<file path="src/rtl/srp_pkg.sv">
package srp_pkg;
   localparam int CMD_W  = 8;
   localparam int ADDR_W = 5;
   localparam int OP_W   = 7;

   typedef enum logic [1:0] {
      ST_CMD = 2'd0,
      ST_RD  = 2'd1,
      ST_WR  = 2'd2
   } srp_state_e;

   typedef struct packed {
      logic              sys;
      logic              wr;
      logic [ADDR_W-1:0] addr;
      logic [OP_W-1:0]   op;
   } srp_cmd_t;

   function automatic srp_cmd_t srp_decode(input logic [CMD_W-1:0] b);
      srp_cmd_t c;
      c.sys  = b[7];
      c.wr   = b[6];
      c.addr = b[5:1];
      c.op   = b[6:0];
      return c;
   endfunction
endpackage

</file>
<file path="src/rtl/srp_sync.sv">
module srp_sync #(
   parameter int         W       = 3,
   parameter int         STAGES  = 2,
   parameter logic [W-1:0] RST_VAL = '0
) (
   input  logic         clk,
   input  logic         rst_n,
   input  logic [W-1:0] d,
   output logic [W-1:0] q
);
   logic [W-1:0] stg [STAGES];

   generate
      if (STAGES < 2) begin : g_bad_stages
         $error("srp_sync: STAGES must be at least 2");
      end
      for (genvar s = 0; s < STAGES; s++) begin : g_stage
         if (s == 0) begin : g_first
            always_ff @(posedge clk or negedge rst_n)
               if (!rst_n) stg[0] <= RST_VAL;
               else        stg[0] <= d;
         end else begin : g_next
            always_ff @(posedge clk or negedge rst_n)
               if (!rst_n) stg[s] <= RST_VAL;
               else        stg[s] <= stg[s-1];
         end
      end
   endgenerate

   assign q = stg[STAGES-1];
endmodule

</file>
<file path="src/rtl/srp_regfile.sv">
module srp_regfile #(
   parameter int DATA_W   = 24,
   parameter int NUM_REGS = 8,
   parameter int ADDR_W   = 5
) (
   input  logic              clk,
   input  logic              rst_n,
   input  logic              we,
   input  logic [ADDR_W-1:0] waddr,
   input  logic [DATA_W-1:0] wdata,
   input  logic [ADDR_W-1:0] raddr,
   output logic [DATA_W-1:0] rdata
);
   logic [DATA_W-1:0] regs [NUM_REGS];

   generate
      for (genvar i = 0; i < NUM_REGS; i++) begin : g_reg
         always_ff @(posedge clk or negedge rst_n)
            if (!rst_n)                                  regs[i] <= '0;
            else if (we && waddr == ADDR_W'(i))          regs[i] <= wdata;
      end
   endgenerate

   always_comb begin
      rdata = '0;
      for (int i = 0; i < NUM_REGS; i++)
         if (raddr == ADDR_W'(i)) rdata = regs[i];
   end
endmodule

</file>
<file path="src/rtl/srp_port.sv">
module srp_port
   import srp_pkg::*;
#(
   parameter int DATA_W      = 24,
   parameter int NUM_REGS    = 8,
   parameter int SYNC_STAGES = 2
) (
   input  logic                clk,
   input  logic                rst_n,
   input  logic                sclk,
   input  logic                cs_n,
   input  logic                sdi,
   output logic                sdo,
   output logic                wr_stb,
   output logic [ADDR_W-1:0]   wr_addr,
   output logic [DATA_W-1:0]   wr_data,
   output logic                sys_stb,
   output logic [OP_W-1:0]     sys_op
);
   localparam int CNT_MAX = (DATA_W > CMD_W) ? DATA_W : CMD_W;
   localparam int CNT_W   = $clog2(CNT_MAX);
   localparam logic [CNT_W-1:0] CMD_LAST  = CNT_W'(CMD_W - 1);
   localparam logic [CNT_W-1:0] DATA_LAST = CNT_W'(DATA_W - 1);

   generate
      if (DATA_W < CMD_W) begin : g_bad_width
         $error("srp_port: DATA_W must be at least CMD_W");
      end
      if (NUM_REGS < 1 || NUM_REGS > (1 << ADDR_W)) begin : g_bad_regs
         $error("srp_port: NUM_REGS out of range");
      end
   endgenerate

   logic [2:0] sync_q;
   logic       s_cs_n, s_sclk, s_sdi, sclk_d;
   logic       sclk_rise, sclk_fall, cs_hi;

   srp_sync #(.W(3), .STAGES(SYNC_STAGES), .RST_VAL(3'b100)) u_sync (
      .clk(clk), .rst_n(rst_n), .d({cs_n, sclk, sdi}), .q(sync_q)
   );
   assign {s_cs_n, s_sclk, s_sdi} = sync_q;

   always_ff @(posedge clk or negedge rst_n)
      if (!rst_n) sclk_d <= 1'b0;
      else        sclk_d <= s_sclk;

   assign sclk_rise = s_sclk & ~sclk_d;
   assign sclk_fall = ~s_sclk & sclk_d;
   assign cs_hi     = s_cs_n;

   srp_state_e          state;
   logic [CNT_W-1:0]    cnt;
   logic [DATA_W-1:0]   rx_sr, tx_sr, word_now, rd_data;
   logic [ADDR_W-1:0]   addr_q;
   srp_cmd_t            cmd_now;

   assign word_now = {rx_sr[DATA_W-2:0], s_sdi};
   assign cmd_now  = srp_decode(word_now[CMD_W-1:0]);

   srp_regfile #(.DATA_W(DATA_W), .NUM_REGS(NUM_REGS), .ADDR_W(ADDR_W)) u_rf (
      .clk(clk), .rst_n(rst_n),
      .we(wr_stb), .waddr(wr_addr), .wdata(wr_data),
      .raddr(cmd_now.addr), .rdata(rd_data)
   );

   always_ff @(posedge clk or negedge rst_n) begin
      if (!rst_n) begin
         state   <= ST_CMD;
         cnt     <= '0;
         rx_sr   <= '0;
         tx_sr   <= '0;
         addr_q  <= '0;
         sdo     <= 1'b0;
         wr_stb  <= 1'b0;
         wr_addr <= '0;
         wr_data <= '0;
         sys_stb <= 1'b0;
         sys_op  <= '0;
      end else begin
         wr_stb  <= 1'b0;
         sys_stb <= 1'b0;
         if (cs_hi) begin
            state <= ST_CMD;
            cnt   <= '0;
            sdo   <= 1'b0;
         end else if (sclk_rise) begin
            rx_sr <= word_now;
            cnt   <= cnt + 1'b1;
            unique case (state)
               ST_CMD: if (cnt == CMD_LAST) begin
                  cnt <= '0;
                  if (cmd_now.sys) begin
                     sys_stb <= 1'b1;
                     sys_op  <= cmd_now.op;
                  end else begin
                     addr_q <= cmd_now.addr;
                     tx_sr  <= rd_data;
                     state  <= cmd_now.wr ? ST_WR : ST_RD;
                  end
               end
               ST_WR: if (cnt == DATA_LAST) begin
                  cnt   <= '0;
                  state <= ST_CMD;
                  if (int'(addr_q) < NUM_REGS) begin
                     wr_stb  <= 1'b1;
                     wr_addr <= addr_q;
                     wr_data <= word_now;
                  end
               end
               ST_RD: if (cnt == DATA_LAST) begin
                  cnt   <= '0;
                  state <= ST_CMD;
               end
               default: state <= ST_CMD;
            endcase
         end else if (sclk_fall) begin
            if (state == ST_RD) begin
               sdo   <= tx_sr[DATA_W-1];
               tx_sr <= {tx_sr[DATA_W-2:0], 1'b0};
            end else begin
               sdo <= 1'b0;
            end
         end
      end
   end
endmodule

</file>
<file path="config.mk">
export PLATFORM = sky130hd
export DESIGN_NAME = srp_port
export DESIGN_NICKNAME = d
export VERILOG_FILES = /design/src/rtl/srp_pkg.sv /design/src/rtl/srp_sync.sv /design/src/rtl/srp_regfile.sv /design/src/rtl/srp_port.sv
export SDC_FILE = /design/constraint.sdc
export NUM_CORES = 1
export LEC_CHECK = 0
export ABC_AREA = 1
export BUFFER_PORTS_ARGS = -buffer_cell sky130_fd_sc_hd__buf_2
export CORE_UTILIZATION = 53
export CTS_CLUSTER_SIZE = 10
export DETAILED_ROUTE_END_ITERATION = 7
export GPL_TIMING_DRIVEN = 0
export PLACE_DENSITY_LB_ADDON = 0.25
export SYNTH_ARGS = -nofsm -noshare
export SYNTH_HDL_FRONTEND = slang
export SYNTH_SLANG_ARGS = --single-unit
</file>
<file path="constraint.sdc">
create_clock -name clk -period 2.2 [get_ports clk]
set_input_delay 0.33 -clock clk [delete_from_list [all_inputs] [get_ports clk]]
set_output_delay 0.33 -clock clk [all_outputs]
set_load 0.03 [all_outputs]
</file>
After elaboration in Yosys (flattened, before gate mapping). Cells that the tools add are included. W data, S select, Z words.

Register bits after elaboration: 297. Input bits: 5. Output and inout bits: 39. Logic and storage cells: 118.

Add/sub/neg operators: 1. Order comparisons: 1. Equal/unequal tests: 25. Muxes and demuxes: 40. Bitwise operators: 6. Reductions and logical operators: 23.

Operators with widths (count): $mux W24 (14); $eq A5 B3 Y1 const B (9); $eq A5 B2 Y1 const B (4); $mux W5 (4); $reduce_and A5 Y1 (3); $mux W1 (14); $mux W2 (6); $eq A5 B1 Y1 const B (2); $logic_not A5 Y1 (2); $pmux W5 S2 (1); $logic_and A1 B1 Y1 (8); $reduce_bool A2 Y1 (4); $ne A2 B1 Y1 const B (3); $ne A3 B2 Y1 const B (2); $reduce_and A6 Y1 (1); $add A5 B1 Y5 const B (1); $eq A5 B5 Y1 const B (1); $lt A5 B4 Y1 const B (1); $not A1 Y1 (4); $pmux W2 S2 (1); $reduce_and A2 Y1 (2); $reduce_and A4 Y1 (1); $ne A3 B1 Y1 const B (1); $and A1 B1 Y1 (2); 5 further kinds (5).

Longest topological paths before layout.
Depth in word-level cells: 13. Depth in mapped cells: 12. Gate-level depth less buffers: 10.

Cells and area by module. A second synthesis with hierarchy kept.

Cell total of the unflattened synthesis: 1547. Area, all modules: 13133.8 um^2.

Modules (own cells, without submodules): srp_regfile (times used 1, cells an instance 1006, area each 8612.0 um^2, seq. area each 4804.6 um^2); srp_port (times used 1, cells an instance 532, area each 4346.7 um^2, seq. area each 2477.4 um^2); srp_sync (times used 1, cells an instance 9, area each 175.2 um^2, seq. area each 152.6 um^2).

Worst setup path before layout. OpenSTA, ideal clock, no wires.

Path kind: flip-flop to flip-flop. From: reg u_sync.stg, in the netlist u_sync.q[1]. To: reg tx_sr[10]. Setup time: 0.121 ns. Arrival: 1.612 ns. Data required time: 2.079 ns. Path slack: 0.467 ns. Cell stages (with the launch flop): 11. Buffers on the path: 3. Clock period less this slack: 1.733 ns. Cells stage by stage: dfrtp_1 > ha_1 > buf_4 > nor2_1 > inv_1 > nor2_1 > o21bai_1 > buf_6 > buf_4 > nor2_1 > a21oi_1.

Cells in the longest elaborated chain, start to end: 4. Elaborated cells between the ends (all ways): 10. Those cells by class: 3 x eq/ne; 1 x mux; 3 x bitwise; 3 x reduce/logical.

RTL lines: start: declaration (RTL line srp_sync.sv:11) `logic [W-1:0] stg [STAGES];`; start signal: indexed assignment (RTL line srp_sync.sv:25) `else stg[s] <= stg[s-1];`; $not A1 Y1 (RTL line srp_port.sv:48) `assign sclk_fall = ~s_sclk & sclk_d;`; $and A1 B1 Y1 (RTL line srp_port.sv:48); $reduce_bool A2 Y1 (no source line); $reduce_and A6 Y1 (no source line); end signal: assignment (RTL line srp_port.sv:97) `tx_sr <= rd_data;`; end signal: assignment (RTL line srp_port.sv:119) `tx_sr <= {tx_sr[DATA_W-2:0], 1'b0};`; end: declaration (RTL line srp_port.sv:53) `logic [DATA_W-1:0] rx_sr, tx_sr, word_now, rd_data;`.

Several ways; a longest one is shown, not always the timed one. A chain may end at the register's enable or synchronous reset.

Worst setup path in the final report.
From: reg u_sync.stg, in the netlist u_sync.q[1]. To: reg tx_sr[9].

Same word-level chain as after synthesis.

==> reports/metrics.yaml <==
yosys:
  ys_warn_count: 0
  syn_inst: 1529
  yosys-top-cells-area: "dfrtp_1, nand2_1, o21ai_0, nand4_1, nor2_1"
  syn-num-nets: 1541
  yosysTopAreaCell: "dfrtp_1"
  synth_edf_count: 0
  ys_seq_elements: 297
  synth_top_area_share: 0.570
  ys_types: 28
  syn_area_um2: 12900
  syn_avg_cell_area_um2: 8.46
  ys_seq_area_frac: 0.575
  synth_flop_cell: "dfrtp_1"
  async_flop_share: 1.00
floorplan:
  pin_count: 44
  rows: 56
  start_util: 0.546
  die_x_um: 158
  die-height_um: 158
  coreArea_um2: 23700
  die_area_um2: 25000
power_and_ir_drop:
  combPwrFrac: 0.127
  p_int_w: 0.00918
  p_per_area_nw_per_um2: 855
  p_clk_frac: 0.402
  p_leak_nw: 6.84
  ir_worst_vdd_uv: 623
  switching_share: 0.267
  p_seq_frac: 0.471
  p_sw_w: 0.00334
  finalPower_w: 0.0125
place:
  hpwl_mm: 23.9
  postPlaceCellArea_um2: 13600
  portBuffers: 43
  place.gp.congestion: 0.924
grt:
  grt_pass1_vias: 10504
  overflow: 0
  grt_pass1_wl_mm: 53.4
  grt_usage: 0.277
  grt_max_degree: 125
  antenna_found_initial: 0
setup_path:
  critical_path.endpoint_type: "flip-flop"
  r2r-end: "tx_sr[9]"
  cp.arrival_ns: 2.43
  cp-start-kind: "flip-flop"
  worstSetupPathType: "flip-flop to flip-flop"
  rrSetupSlack_ns: 0.16
  r2r_cells: 10
  cp.required_ns: 2.59
  path_max_fanout: 10
  rr_startpoint: "u_sync.q[1]"
cells_and_area:
  final_common_cell: "nand2_1"
  final_area_um2: 14600
  fin_nets: 1627
  final_cell_mix: "nand2_1, dfrtp_1, o21ai_0, nor2_1, inv_1"
  layout-drive-gt1-share: 0.0900
  diodes: 0
  syn_to_final_growth_pct: 13.2
timing:
  drv_slew: 0
  finalClockSkew_ns: 0.0160
  maxSlewHeadroom: 0.527
  fin_crit_ns: 2.04
  max_freq_mhz: 489
  hold_viol: 0
  finalSetupTns_ns: 0
  setup_viol: 0
  min_period_over_period: 0.929
  worst_pin_slew_ns: 0.710
  rsz0062_at_grt: "no"
drt:
  num_vias: 10392
  post_drt_wl_per_cell_um: 16.6
  postRouteAntennaNets: 0
  totalWireLength_mm: 32.2
  viasPerCell: 5.35
  route.detailed.drc: 0
  drtPass1Iterations: 5
  drt_iter0_markers: 803
clocking:
  ctsLongestPathBuffers: 3
  cts_made_buffers: 35
  root_buffer: "clkbuf_16"
  cts_sinks: 297
  cts_setup_buffers: 0
  cts_tree: "done"
  htreeDepth: 2
  clk_pin_slew_worst_paths_ns: 0.05
  clkLatencyLatePin_ns: 0.51
hold_path:
  min_path_cells: 0
  hp-start: "u_sync.stg[4]"
  hold_class: "flip-flop to flip-flop"
  min_to: "u_sync.q[1]"
outcome:
  outcome: "complete, no violations"
flow_run:
  drv_cap: 0
==> cells by family after synthesis <==
logic type                 Yosys count  share of synthesized area
DFF                                297                      0.575
adders and majority gates            7                    0.00677
buffers and inverters              240                     0.0745
AOI/OAI and AO/OA                  317                      0.124
xor gates and xnor gates             2                    0.00135
and+or+nand+nor                    666                      0.219
==> power groups by stage <==
| stage | sequential (W) | clock, W | combinational, W |
|---|---|---|---|
| 4_1_cts | 0.00590 | 0.00511 | 0.00158 |
| 3_5_place_dp | 0.00599 | 0 | 0.00156 |
| 2_1_floorplan | 0.00594 | 0 | 0.00108 |
| 5_1_grt | 0.00593 | 0.00528 | 0.00179 |
| 3_3_place_gp | 0.00598 | 0 | 0.00150 |
| 6_report | 0.00590 | 0.00503 | 0.00159 |
==> worst max path at each step <==
stage / start / end / slack (ns) / depth (start not counted)
CTS: sclk_d / wr_data[10] / 0.04 / 12
finish: u_sync.q[1] / tx_sr[9] / 0.16 / 10
global placement: rst_n / rx_sr[17] / -4.64 / 1
floorplan: u_sync.q[1] / tx_sr[10] / 0.47 / 10
global route: sclk_d / wr_data[10] / 0.03 / 12
detailed placement: sclk_d / tx_sr[15] / -0.09 / 11
==> registers in the layout (all words and copies together), names as in the netlist <==
register    flops
rx_sr          23
wr_data        24
u_sync.stg      3
sclk_d          1
sdo             1
wr_stb          1
wr_addr         5
u_rf.regs     192
sys_stb         1
tx_sr          24
sys_op          7
addr_q          5
state           2
cnt             5
u_sync.q        3
==> metal layers <==
| layer | global-route usage | routed length, µm | vias to the layer above |
|---|---|---|---|
| met5 | 0 | 0 | - |
| met4 | 0.107 | 966 | 0 |
| met3 | 0.0324 | 1650 | 63 |
| met2 | 0.455 | 15200 | 293 |
| met1 | 0.381 | 14300 | 4917 |
| li1 | - | - | 5119 |
==> critical path, cell delays in order, from the launching register on <==
cell      delay [ns]
dfrtp_1         0.39
ha_1            0.21
buf_6           0.16
nor2_2          0.19
inv_1           0.11
nor2_1          0.18
o21bai_4        0.14
buf_6           0.17
buf_4           0.18
nor2_1          0.11
a21oi_1         0.08
==> repair_timing <==
item | CTS | global route
pin swaps | 0 | 0
hold endpoints to repair | 73 | 0
endpoints found under the setup margin | 32 | 44
hold buffers | 4 | 0
resized for setup | 5 | 13
gates cloned | 0 | 0
==> area by class of cell <==
type,count,area (µm²)
Buffer,94,432
Clock buffer,45,956
Fill cell,2089,9040
Inverter,146,551
Multi-Input combinational cell,992,4550
Sequential cell,297,7430
Tap cell,319,399
Timing Repair Buffer,49,320
==> stage by stage <==
step                setup WS, ns   util  cells  hold slack, ns
CTS                       0.0413  0.617   1942           0.348
global route              0.0308  0.618   1942           0.349
finish                     0.156  0.618   1942           0.347
detailed placement       -0.0887  0.575   1893           0.331
global placement           -4.64  0.572   1891           0.332
floorplan                  0.467      -   1529          0.0344
==> cells in the mapped netlist (3+ instances only) <==
cell type	n
nand2_1	380
nor2_2	6
nand3_1	32
nor3_1	3
ha_1	7
nor2_1	148
inv_1	141
clkbuf_1	56
o21bai_1	3
o21ai_0	259
dfrtp_1	295
nand4_1	91
inv_2	4
o22ai_1	3
o21ai_1	3
buf_2	33
a21oi_1	47
Note: power is estimated with default switching activity, not from simulation.
